--- config.mk ---
export PLATFORM = sky130hd
export DESIGN_NAME = flash_cmd_ctrl
export DESIGN_NICKNAME = d
export VERILOG_FILES = /design/src/rtl/flash_cmd_pkg.sv /design/src/rtl/flash_cmd_seq.sv /design/src/rtl/flash_op_timer.sv /design/src/rtl/flash_cell_array.sv /design/src/rtl/flash_read_port.sv /design/src/rtl/flash_cmd_ctrl.sv
export SDC_FILE = /design/constraint.sdc
export NUM_CORES = 1
export LEC_CHECK = 0
export BUFFER_PORTS_ARGS = -buffer_cell sky130_fd_sc_hd__buf_2
export CAP_MARGIN = 5
export CORE_ASPECT_RATIO = 2
export CORE_MARGIN = 8
export CORE_UTILIZATION = 25
export DETAILED_ROUTE_END_ITERATION = 7
export PLACE_DENSITY = 0.42
export SYNTH_ARGS = -nofsm -noshare
export SYNTH_HDL_FRONTEND = slang
export SYNTH_SLANG_ARGS = --single-unit
--- constraint.sdc ---
create_clock -name clk -period 2.6 [get_ports clk]
set_input_delay 0 -clock clk [delete_from_list [all_inputs] [get_ports clk]]
set_output_delay 0 -clock clk [all_outputs]
set_load 0.02 [all_outputs]
--- src/rtl/flash_cmd_pkg.sv ---
// Shared constants and types of the flash command interpreter.
// Assumes 16-bit addresses and 8-bit data, fixed by the command set.
package flash_cmd_pkg;
    localparam int ADDR_W = 16;
    localparam int DATA_W = 8;

    localparam logic [ADDR_W-1:0] KEY_ADDR_A = 16'h5555;
    localparam logic [ADDR_W-1:0] KEY_ADDR_B = 16'h2AAA;

    localparam logic [DATA_W-1:0] KEY_BYTE_A   = 8'hAA;
    localparam logic [DATA_W-1:0] KEY_BYTE_B   = 8'h55;
    localparam logic [DATA_W-1:0] OP_PROGRAM   = 8'hA0;
    localparam logic [DATA_W-1:0] OP_EXTEND    = 8'h80;
    localparam logic [DATA_W-1:0] OP_ID_ENTER  = 8'h90;
    localparam logic [DATA_W-1:0] OP_ID_LEAVE  = 8'hF0;
    localparam logic [DATA_W-1:0] OP_ERASE_ALL = 8'h10;
    localparam logic [DATA_W-1:0] OP_LOCK_BOOT = 8'h40;

    localparam logic [DATA_W-1:0] ID_MAKER = 8'h1F;
    localparam logic [DATA_W-1:0] ID_PART  = 8'h03;
    localparam logic [DATA_W-1:0] ERASED   = 8'hFF;

    typedef enum logic [2:0] {
        SQ_IDLE,
        SQ_KEY1,
        SQ_KEY2,
        SQ_PROG_ARM,
        SQ_EXT1,
        SQ_EXT2,
        SQ_EXT3
    } seq_state_t;

    // True when a write carries the given address and data pair.
    function automatic logic key_hit(input logic [ADDR_W-1:0] a,
                                     input logic [DATA_W-1:0] d,
                                     input logic [ADDR_W-1:0] ea,
                                     input logic [DATA_W-1:0] ed);
        return (a == ea) && (d == ed);
    endfunction
endpackage

--- src/rtl/flash_cmd_seq.sv ---
// Command sequence decoder. It follows the keyed write sequences and
// produces one-cycle launch pulses for program, erase and lock. It also
// owns the ID mode flag. Writes are taken only while no operation is busy.
// Assumes the busy input is registered, so the pulses form no loop.
module flash_cmd_seq
    import flash_cmd_pkg::*;
(
    input  logic              clk,
    input  logic              rst_n,
    input  logic              wr_en,
    input  logic              busy,
    input  logic [ADDR_W-1:0] addr,
    input  logic [DATA_W-1:0] wdata,
    output logic              prog_go,
    output logic              erase_go,
    output logic              lock_go,
    output logic              id_mode
);
    seq_state_t state_q, state_d;
    logic       id_q, id_d;

    // Next-state and launch decode for one accepted write.
    always_comb begin
        state_d  = state_q;
        id_d     = id_q;
        prog_go  = 1'b0;
        erase_go = 1'b0;
        lock_go  = 1'b0;
        if (wr_en && !busy) begin
            state_d = SQ_IDLE;
            unique case (state_q)
                SQ_IDLE: begin
                    if (key_hit(addr, wdata, KEY_ADDR_A, KEY_BYTE_A)) state_d = SQ_KEY1;
                end
                SQ_KEY1: begin
                    if (key_hit(addr, wdata, KEY_ADDR_B, KEY_BYTE_B)) state_d = SQ_KEY2;
                end
                SQ_KEY2: begin
                    if (addr == KEY_ADDR_A) begin
                        if (wdata == OP_PROGRAM)       state_d = SQ_PROG_ARM;
                        else if (wdata == OP_EXTEND)   state_d = SQ_EXT1;
                        else if (wdata == OP_ID_ENTER) id_d = 1'b1;
                        else if (wdata == OP_ID_LEAVE) id_d = 1'b0;
                    end
                end
                SQ_PROG_ARM: prog_go = 1'b1;
                SQ_EXT1: begin
                    if (key_hit(addr, wdata, KEY_ADDR_A, KEY_BYTE_A)) state_d = SQ_EXT2;
                end
                SQ_EXT2: begin
                    if (key_hit(addr, wdata, KEY_ADDR_B, KEY_BYTE_B)) state_d = SQ_EXT3;
                end
                SQ_EXT3: begin
                    if (addr == KEY_ADDR_A) begin
                        if (wdata == OP_ERASE_ALL)      erase_go = 1'b1;
                        else if (wdata == OP_LOCK_BOOT) lock_go  = 1'b1;
                    end
                end
                default: state_d = SQ_IDLE;
            endcase
            // A lone leave byte closes ID mode from any step except program data.
            if (state_q != SQ_PROG_ARM && id_q && wdata == OP_ID_LEAVE) begin
                id_d    = 1'b0;
                state_d = SQ_IDLE;
            end
        end
    end

    // Decoder state and ID flag registers.
    always_ff @(posedge clk) begin
        if (!rst_n) begin
            state_q <= SQ_IDLE;
            id_q    <= 1'b0;
        end else begin
            state_q <= state_d;
            id_q    <= id_d;
        end
    end

    assign id_mode = id_q;
endmodule

--- src/rtl/flash_op_timer.sv ---
// Operation timer. It counts down the busy window of a program or an erase
// and keeps the complemented bit 7 of the byte that started the operation.
// Assumes launches arrive only while idle, which the decoder ensures.
module flash_op_timer
    import flash_cmd_pkg::*;
#(
    parameter int PROG_CYCLES  = 8,
    parameter int ERASE_CYCLES = 24
) (
    input  logic clk,
    input  logic rst_n,
    input  logic prog_go,
    input  logic erase_go,
    input  logic load_msb,
    output logic busy,
    output logic poll_msb
);
    localparam int MAX_CYC = (PROG_CYCLES > ERASE_CYCLES) ? PROG_CYCLES : ERASE_CYCLES;
    localparam int CNT_W   = $clog2(MAX_CYC + 1);

    logic [CNT_W-1:0] cnt_q;
    logic             poll_q;

    // Load the window on a launch, then count it down to zero.
    always_ff @(posedge clk) begin
        if (!rst_n) begin
            cnt_q  <= '0;
            poll_q <= 1'b0;
        end else if (prog_go) begin
            cnt_q  <= CNT_W'(PROG_CYCLES);
            poll_q <= ~load_msb;
        end else if (erase_go) begin
            cnt_q  <= CNT_W'(ERASE_CYCLES);
            poll_q <= ~OP_ERASE_ALL[DATA_W-1];
        end else if (cnt_q != '0) begin
            cnt_q  <= cnt_q - 1'b1;
        end
    end

    assign busy     = (cnt_q != '0);
    assign poll_msb = poll_q;
endmodule

--- src/rtl/flash_cell_array.sv ---
// Storage array with program-by-AND and whole-array erase. A cell index is
// built from a region bit (set above BOOT_LAST) and the low MEM_AW-1
// address bits. While the lock is set, boot cells ignore every change.
module flash_cell_array
    import flash_cmd_pkg::*;
#(
    parameter int                MEM_AW    = 6,
    parameter logic [ADDR_W-1:0] BOOT_LAST = 16'h1FFF
) (
    input  logic              clk,
    input  logic              rst_n,
    input  logic              prog_go,
    input  logic [ADDR_W-1:0] prog_addr,
    input  logic [DATA_W-1:0] prog_data,
    input  logic              erase_go,
    input  logic              boot_locked,
    input  logic [ADDR_W-1:0] rd_addr,
    output logic [DATA_W-1:0] rd_byte
);
    localparam int HALF_AW = MEM_AW - 1;
    localparam int DEPTH   = 1 << MEM_AW;
    localparam int HALF    = DEPTH / 2;

    logic [DATA_W-1:0] mem_q [DEPTH];
    logic [MEM_AW-1:0] prog_idx, rd_idx;

    // Fold a full address onto the array index.
    function automatic logic [MEM_AW-1:0] fold(input logic [ADDR_W-1:0] a);
        return {(a > BOOT_LAST), a[HALF_AW-1:0]};
    endfunction

    assign prog_idx = fold(prog_addr);
    assign rd_idx   = fold(rd_addr);
    assign rd_byte  = mem_q[rd_idx];

    // Per-cell update: reset to erased, erase, or AND-program.
    always_ff @(posedge clk) begin
        for (int i = 0; i < DEPTH; i++) begin
            if (!rst_n) begin
                mem_q[i] <= ERASED;
            end else if (!(boot_locked && (i < HALF))) begin
                if (erase_go)
                    mem_q[i] <= ERASED;
                else if (prog_go && (prog_idx == MEM_AW'(i)))
                    mem_q[i] <= mem_q[i] & prog_data;
            end
        end
    end
endmodule

--- src/rtl/flash_read_port.sv ---
// Read multiplexer with a registered output. While busy it returns the
// polling status, in ID mode the identification bytes, otherwise array data.
// The toggle bit clears at each launch and inverts on each busy read.
module flash_read_port
    import flash_cmd_pkg::*;
(
    input  logic              clk,
    input  logic              rst_n,
    input  logic              rd_en,
    input  logic              busy,
    input  logic              op_start,
    input  logic              poll_msb,
    input  logic              id_mode,
    input  logic              boot_locked,
    input  logic [ADDR_W-1:0] addr,
    input  logic [DATA_W-1:0] array_byte,
    output logic [DATA_W-1:0] rdata
);
    logic              toggle_q;
    logic [DATA_W-1:0] id_byte, next_byte, rdata_q;

    // Identification byte for the low ID addresses.
    always_comb begin
        unique case (addr)
            16'h0000: id_byte = ID_MAKER;
            16'h0001: id_byte = ID_PART;
            16'h0002: id_byte = {{(DATA_W-1){1'b0}}, boot_locked};
            default:  id_byte = '0;
        endcase
    end

    // Source select for the next read.
    always_comb begin
        if (busy)         next_byte = {poll_msb, toggle_q, {(DATA_W-2){1'b0}}};
        else if (id_mode) next_byte = id_byte;
        else              next_byte = array_byte;
    end

    // Toggle bit: cleared per operation, inverted by each status read.
    always_ff @(posedge clk) begin
        if (!rst_n)             toggle_q <= 1'b0;
        else if (op_start)      toggle_q <= 1'b0;
        else if (rd_en && busy) toggle_q <= ~toggle_q;
    end

    // Output register, loaded only on a read.
    always_ff @(posedge clk) begin
        if (!rst_n)     rdata_q <= '0;
        else if (rd_en) rdata_q <= next_byte;
    end

    assign rdata = rdata_q;
endmodule

--- src/rtl/flash_cmd_ctrl.sv ---
// Top of the flash command interpreter. It connects the decoder, timer,
// array and read port, and holds the sticky boot lock flag.
// Assumes synchronous strobes, with at most one command write per cycle.
module flash_cmd_ctrl
    import flash_cmd_pkg::*;
#(
    parameter int                MEM_AW       = 6,
    parameter int                PROG_CYCLES  = 8,
    parameter int                ERASE_CYCLES = 24,
    parameter logic [ADDR_W-1:0] BOOT_LAST    = 16'h1FFF
) (
    input  logic        clk,
    input  logic        rst_n,
    input  logic        wr_en,
    input  logic        rd_en,
    input  logic [15:0] addr,
    input  logic [7:0]  wdata,
    output logic [7:0]  rdata,
    output logic        busy
);
    logic              prog_go, erase_go, lock_go, id_mode;
    logic              locked_q, busy_w, poll_msb;
    logic [DATA_W-1:0] array_byte;

    flash_cmd_seq u_seq (
        .clk      (clk),
        .rst_n    (rst_n),
        .wr_en    (wr_en),
        .busy     (busy_w),
        .addr     (addr),
        .wdata    (wdata),
        .prog_go  (prog_go),
        .erase_go (erase_go),
        .lock_go  (lock_go),
        .id_mode  (id_mode)
    );

    flash_op_timer #(
        .PROG_CYCLES  (PROG_CYCLES),
        .ERASE_CYCLES (ERASE_CYCLES)
    ) u_timer (
        .clk      (clk),
        .rst_n    (rst_n),
        .prog_go  (prog_go),
        .erase_go (erase_go),
        .load_msb (wdata[DATA_W-1]),
        .busy     (busy_w),
        .poll_msb (poll_msb)
    );

    flash_cell_array #(
        .MEM_AW    (MEM_AW),
        .BOOT_LAST (BOOT_LAST)
    ) u_cells (
        .clk         (clk),
        .rst_n       (rst_n),
        .prog_go     (prog_go),
        .prog_addr   (addr),
        .prog_data   (wdata),
        .erase_go    (erase_go),
        .boot_locked (locked_q),
        .rd_addr     (addr),
        .rd_byte     (array_byte)
    );

    flash_read_port u_rd (
        .clk         (clk),
        .rst_n       (rst_n),
        .rd_en       (rd_en),
        .busy        (busy_w),
        .op_start    (prog_go | erase_go),
        .poll_msb    (poll_msb),
        .id_mode     (id_mode),
        .boot_locked (locked_q),
        .addr        (addr),
        .array_byte  (array_byte),
        .rdata       (rdata)
    );

    // Sticky boot lock: set by its command, cleared only by reset.
    always_ff @(posedge clk) begin
        if (!rst_n)       locked_q <= 1'b0;
        else if (lock_go) locked_q <= 1'b1;
    end

    assign busy = busy_w;
endmodule

==> out/qor.yml, run 1 <==
final_layout:
  final-instance-count-excl-fill: 3758
  fin_util_pct: 30.3
  seqCellArea_sq_um: 15800
  fillCellCount: 10500
  multiInputGateArea_sq_um: 9500
  fin_nets: 2392
  areaGrowthSynthToFinish_pct: 20.6
  drive_gt1_share_pct: 21.0
critical_path:
  critical_path_required_ns: 3.12
  cpMaxStageDelayCell: "or4_4"
  cp_top_family: "simple AND/OR/NAND/NOR gates"
  end_kind: "flop"
  slowest_delay_ns: 0.52
  cp_data_arrival_time_ns: 3.01
  crit_type: "flop to flop"
  startpoint_type: "flop"
  path_buf_inv: 3
  path_cells: "inv_2 -> ha_4 -> nor4b_4 -> buf_4 -> inv_4 -> or4_4 -> or3_1 -> a2111oi_2"
  cp_max_fo: 8
placed_design:
  port_buffers: 36
  gp_congestion: 0.819
  hpwl_mm: 56.4
  place_inst: 3630
  post-place-ws_ns: 0.0176
clock_tree:
  clk_latency_ns: 0.63
  cts.sinks: 532
  cts_root_buffer: "clkbuf_16"
  cts_tree: "done"
  clkTransAtPathRegs_ns: 0.06
  h-tree-depth: 2
  cts_inserted_buffers: 56
  clock_path_buffers: 3
synthesis:
  synthCells: 2145
  synth-async-reset-ratio_pct: 0
  synth_cell_types: 62
  ys_top_cells_by_count: "nand2_1, edfxtp_1, a21o_1, mux4_2, clkbuf_1"
  yosys_warnings: 0
  synth_edf_count: 512
  synth_top_area_share_pct: 59.5
  ys_ff_latch: 532
  synth.avg_cell_area_sq_um: 12.0
  ys_seq_area_share_pct: 61.0
  yosysTopAreaCell: "edfxtp_1"
  synth_nets: 2175
  synth.most_common_cell: "nand2_1"
  ys.flop_type: "edfxtp_1"
  synthTopCellsByArea: "edfxtp_1, nand2_1, mux4_2"
  synth_area_sq_um: 25800
floorplan:
  rows: 167
  core_area_sq_um: 103000
  die_width_um: 243
  initial_utilization_pct: 25.1
  die_h_um: 471
  ios: 37
  dieArea_sq_um: 115000
power:
  power.share.combinational_pct: 11.3
  p_sw_w: 0.00516
  p_leak_nw: 10.6
  powerDensity_nw_per_um2: 653
  switching_share_pct: 25.4
  intPower_w: 0.0152
  p_clk_share_pct: 38.6
  vdd_ir_drop_max_mv: 0.482
  seq_power_share_pct: 50.1
timing:
  period_needed_ns: 2.49
  layout_setup_ws_ns: 0.107
  finClkSkew_ns: 0.0198
  max_freq_ghz: 0.401
  maxSlewHeadroom_pct: 21.3
  fin_crit_sh_pct: 95.9
  rsz0062_at_grt: "true"
  finalSetupTns_ns: 0
  drv_slew: 0
  worst_pin_slew_ns: 1.18
  hold_viol: 0
  setup_viol: 0
global_routing:
  grt_pass1_vias: 17900
  grt_usage_pct: 14.4
  grt_max_degree: 71
  grt_pass1_wl_mm: 126
  grt_overflow_total: 0
  grt_antenna_before_repair: 0
detailed_routing:
  drtAntennaViolNets: 0
  wirelength_mm: 84.4
  viasPerCell: 4.79
  drcViolationCount: 0
  drt_iter0_markers: 1774
  wl_per_cell_um: 22.5
  drt-pass1-iter-count: 6
  routed-via-count: 18000
min_path:
  min_path_type: "input pin to flop"
job:
  maxCapViolCount: 0
run_status:
  status: "complete, no violations"
## final timing paths
kind / from / end / slack (ns) / cells after the start
max: u_timer.cnt_q[0]$_SDFFE_PP0P_ / u_rd.rdata[1]$_SDFFE_PN0P_ / 0.11 / 8
min: addr[7] / u_seq.id_mode$_SDFFE_PN0P_ / 0.06 / 6
max reg2reg: u_timer.cnt_q[0]$_SDFFE_PP0P_ / u_rd.rdata[1]$_SDFFE_PN0P_ / 0.11 / 8
min reg2reg: u_rd.rdata[4]$_SDFFE_PN0P_ / u_rd.rdata[4]$_SDFFE_PN0P_ / 0.52 / 2
## logic make-up (layout without fill, tap and decap cells)
kind of cell / count (synthesis) / count (layout) / synth area share [%]
adders and majority gates: 2 / 2 / 0.0968
DFF: 532 / 532 / 61.0
AOI/OAI and AO/OA: 251 / 251 / 6.76
xor gates and xnor gates: 4 / 4 / 0.136
buffers and inverters: 139 / 399 / 2.40
other: 0 / 1 / 0
muxes: 180 / 180 / 13.0
and+or+nand+nor: 1037 / 1037 / 16.6
## routing by layer
metal  global-route usage (%)  vias up  part of all wire [%]
met3                     1.86       94                   4.7
met1                     20.9     9196                    48
met5                        0        -                     0
met2                     22.6      490                    45
li1                         -     8238                     -
met4                     3.67        0                   2.2
## power by group through the flow
stage | Combinational (W) | Sequential, W | Clock, W
2_1_floorplan | 0.00135 | 0.0102 | 0
3_3_place_gp | 0.00226 | 0.0104 | 0
3_5_place_dp | 0.00225 | 0.0103 | 0
4_1_cts | 0.00229 | 0.0102 | 0.00809
5_1_grt | 0.00246 | 0.0102 | 0.00838
6_report | 0.00230 | 0.0102 | 0.00786
## layout by cell type, fill, tap and decap left out, types with 5 or more instances in the layout
cell type      Yosys  routed
mux2_2            18      18
nor4_1            14      14
clkinv_1           1      15
buf_6              3       5
clkinv_2           0       7
o22ai_1           13      13
dfxtp_1           20      18
nand4_1            8       8
o21ai_0           53      38
clkbuf_16          0      59
o211ai_1           7       7
a21oi_1            9       9
a211oi_1           7       7
nand3b_1          19      19
nand2b_1          10      10
clkbuf_8           0       5
mux2i_1           40      40
nor2b_1           14      14
or3_1             11      11
buf_12             0      16
dlygate4sd3_1      0      22
nand2_1          817     813
buf_4             13     221
o21ai_1            0      14
nand3_1           27      25
nor3_1            21      21
mux4_2           122     122
clkbuf_1          92      14
buf_2             19      26
edfxtp_1         512     512
nor2_1            70      70
a21o_1           128     128
## state kept, by name (all words and copies together) (netlist names)
register          cells
u_timer.poll_msb      1
u_seq.id_mode         1
u_rd.toggle_q         1
u_cells.mem_q       512
u_timer.cnt_q         5
locked_q              1
u_rd.rdata            8
u_seq.state_q         3
## worst register-to-register path: cells and delay by family, from the launching register on
kind	cells	cell delay, ns
DFF	1	0.33
adders and majority gates	1	0.13
and+or+nand+nor	3	1.21
AOI/OAI and AO/OA	1	0.35
buffers and inverters	3	0.38
## cell type report
class	count	share of cell area, %
diodes	1	0.00803
clock buffers	75	4.92
clock inverters	26	0.622
inverters	5	0.0682
multi-input cells	1474	30.5
flip-flops and latches	532	50.6
well taps	1352	5.43
repair buffers	293	7.86
## per-stage QoR
stage,total power (W),cell area [sq um],hold WS [ns]
after floorplan,0.0116,25800,0.238
after global placement,0.0126,29100,0.419
after detailed placement,0.0126,29100,0.410
after CTS,0.0206,31000,0.0112
after global routing,0.0211,31200,0.0509
final,0.0204,31200,0.0572
## repair_timing
| item | in CTS | in global routing |
|---|---|---|
| resized for setup | 0 | 24 |
| endpoints found under the setup margin | 0 | 253 |
| setup buffers | 0 | 2 |
| hold endpoints to repair | 39 | 0 |
| hold buffers | 22 | 0 |
No activity file was read; power rests on OpenSTA's default activity.
==> run 2, diff against run 1 <==
--- a/config.mk
+++ b/config.mk
@@ -8,7 +8,7 @@
 export BUFFER_PORTS_ARGS = -buffer_cell sky130_fd_sc_hd__buf_2
 export CAP_MARGIN = 5
 export CORE_ASPECT_RATIO = 2
-export CORE_MARGIN = 8
+export CORE_MARGIN = 3
 export CORE_UTILIZATION = 25
 export DETAILED_ROUTE_END_ITERATION = 7
 export PLACE_DENSITY = 0.42
==> out/qor.yml, run 2 (synthesis gave the netlist of run 1 again) <==
detailed_routing:
  routed-via-count: 18200  # +1.0%
  drt_iter0_markers: 1266  # -29%
  wirelength_mm: 87.8  # +4.0%
  drt-pass1-iter-count: 8  # +2
  wl_per_cell_um: 23.5  # +4.4%
  viasPerCell: 4.86  # +1.4%
  drcViolationCount: 0  # unchanged
  drtAntennaViolNets: 0  # unchanged
power:
  switching_share_pct: 25.4  # +0.054 points
  p_total_w: 0.0205  # +0.79%
  intPower_w: 0.0153  # +0.72%
  seq_power_share_pct: 49.8  # -0.3 points
  vdd_ir_drop_max_mv: 0.606  # +26%
  powerDensity_nw_per_um2: 654  # +0.12%
  p_sw_w: 0.00521  # +1.0%
  power.share.combinational_pct: 11.9  # +0.6 points
  p_clk_share_pct: 38.3  # -0.3 points
  p_leak_nw: 10.6  # +0.59%
final_layout:
  largest_reg_flops: 512  # unchanged
  drive_gt1_share_pct: 22.5  # +1.5 points
  areaGrowthSynthToFinish_pct: 21.4
  fin_util_pct: 30.6  # +0.39 points
  mostFrequentLayoutCells: "nand2_1, edfxtp_1, buf_4"
  layout_commonest_cell: "nand2_1"
  fin_nets: 2390  # -0.084%
  final-instance-count-excl-fill: 3743  # -0.40%
  max_flop_register: "u_cells.mem_q"
critical_path:
  critical_path.most_common_cell: "buf_4"
  startpoint_type: "flop"
  cpMaxStageDelayCell: "nor4b_4"
  critical_path_required_ns: 2.91  # -0.21 ns
  cp_data_arrival_time_ns: 2.82  # -0.19 ns
  path_cells: "inv_2 -> ha_2 -> nor4b_4 -> buf_4 -> and2_4 -> nand4_1 -> buf_6 -> o21a_4 -> buf_12 -> o21ai_0 -> buf_4"
  r2r_cells: 11  # +3
  crit_type: "flop to flop"
  reg2reg_slack_ns: 0.09  # -0.02 ns
  slowest_delay_ns: 0.35  # -0.17 ns
  cp_max_fo: 16  # +8
  timing.rr.end: "u_cells.mem_q[4][1]$_SDFFCE_PN1P_"
  path_buf_inv: 5  # +2
  end_kind: "flop"
  r2r_start: "u_timer.cnt_q[1]$_SDFFE_PP0P_"
  cp_top_family: "buffers and inverters"
floorplan:
  die_width_um: 233  # -4.1%
  die_h_um: 461  # -2.1%
  core_area_sq_um: 102000  # -0.60%
  ios: 37  # unchanged
  dieArea_sq_um: 108000  # -6.1%
  initial_utilization_pct: 25.2  # +0.15 points
  rows: 166  # -0.60%
global_routing:
  grt_max_degree: 71  # unchanged
  grt_pass1_wl_mm: 128  # +2.4%
  grt_antenna_before_repair: 2  # +2
  grt_overflow_total: 0  # unchanged
  grt_usage_pct: 16.2  # +1.8 points
  grt_pass1_vias: 18800  # +4.7%
run_status:
  status: "complete, no violations"
clock_tree:
  clk_latency_ns: 0.61  # -0.02 ns
  cts_inserted_buffers: 48  # -14%
  h-tree-depth: 2  # unchanged
  clock_path_buffers: 3  # unchanged
  cts_root_buffer: "clkbuf_16"
  cts.sinks: 532  # unchanged
  clkTransAtPathRegs_ns: 0.08  # +0.02 ns
  cts_tree: "done"
placed_design:
  port_buffers: 36  # unchanged
  gp_congestion: 0.874  # +6.7%
  post-place-ws_ns: -0.0796  # -0.0972 ns
  hpwl_mm: 62.7  # +11%
  place_inst: 3630  # unchanged
timing:
  layout_setup_ws_ns: 0.0902  # -0.0168 ns
  period_needed_ns: 2.51  # +0.0168 ns
  drv_slew: 0  # unchanged
  setup_viol: 0  # unchanged
  max_freq_ghz: 0.398  # -0.67%
  holdWs_ns: 0.0415  # -0.0157 ns
  finClkSkew_ns: 0.0188  # -0.00103 ns
  fin_crit_sh_pct: 96.5  # +0.65 points
  worst_pin_slew_ns: 1.14  # -0.0400 ns
  hold_viol: 0  # unchanged
  maxSlewHeadroom_pct: 24.0  # +2.7 points
min_path:
  hold_path_depth: 6  # unchanged
  min_path_type: "input pin to flop"
  min_to: "u_seq.state_q[2]$_SDFFE_PN0N_"
  hold_path_startpoint: "addr[10]"
job:
  maxCapViolCount: 0  # unchanged
## run 2: cell types whose count changed in the layout (fill, tap and decap cells not counted), sizes merged
| cell | before | now |
|---|---|---|
| clkinvlp | 1 | 6 |
| bufinv | 3 | 9 |
| diode | 1 | 2 |
| clkinv | 23 | 13 |
| clkbuf | 78 | 58 |
| dlygate4sd3 | 22 | 19 |
| buf | 268 | 279 |
| inv | 4 | 7 |
## run 2: what timing repair did
item,CTS,global route
hold endpoints to repair,17,0
setup endpoints to repair,263,677
buffers inserted,3,2
resized for setup,8,66
hold buffers,19,0
pin swaps,1,1
## run 2: how the worst max path moves through the flow
stage | start | cells past startpoint | slack [ns] | end
after floorplan | u_timer.cnt_q[0]$_SDFFE_PP0P_ | 9 | -0.04 | u_cells.mem_q[14][0]$_SDFFCE_PN1P_
after global placement | u_timer.cnt_q[0]$_SDFFE_PP0P_ | 9 | -0.07 | u_cells.mem_q[42][3]$_SDFFCE_PN1P_
after detailed placement | u_timer.cnt_q[0]$_SDFFE_PP0P_ | 8 | -0.08 | u_cells.mem_q[57][1]$_SDFFCE_PN1P_
after CTS | u_timer.cnt_q[0]$_SDFFE_PP0P_ | 10 | 0.0004 | u_cells.mem_q[40][1]$_SDFFCE_PN1P_
after global routing | u_timer.cnt_q[0]$_SDFFE_PP0P_ | 11 | -0.01 | u_cells.mem_q[12][4]$_SDFFCE_PN1P_
final | u_timer.cnt_q[1]$_SDFFE_PP0P_ | 11 | 0.09 | u_cells.mem_q[4][1]$_SDFFCE_PN1P_
## run 2: power by group through the flow
stage / Clock (W) / Sequential (W) / Combinational, W
after detailed placement: 0 / 0.0104 / 0.00238
after global routing: 0.00839 / 0.0103 / 0.00261
after floorplan: 0 / 0.0102 / 0.00135
after CTS: 0.00809 / 0.0102 / 0.00243
after global placement: 0 / 0.0104 / 0.00237
final: 0.00786 / 0.0102 / 0.00244
## run 2: area by class of cell
class	count	area, sq um
Fill cell	10400	71000
Sequential cell	532	15800
Multi-Input combinational cell	1474	9580
Timing Repair Buffer	299	2630
Tap cell	1344	1680
Clock buffer	57	1280
Clock inverter	30	414
Inverter	5	21.3
Antenna cell	2	5.00
## run 2: layer usage
metal | vias up | track usage (%) | share of wire, %
li1 | 8227 | - | -
met1 | 9354 | 18.1 | 38
met2 | 456 | 31.0 | 55
met3 | 161 | 1.35 | 3.2
met4 | 2 | 7.04 | 4.5
met5 | - | 0 | 0.010
## run 2: worst min-delay path, cell delays in order
cell      delay, ns
buf_2          0.11
nand3_1        0.06
or3_1          0.14
nor4_1         0.06
o211ai_1       0.15
a21oi_1        0.07
## run 2: stage by stage
step | setup TNS (ns) | cell area, sq um
floorplan | -3.86 | 25800
global placement | -2.77 | 29300
detailed placement | -4.32 | 29300
CTS | 0 | 31200
global route | -0.347 | 31400
finish | 0 | 31400
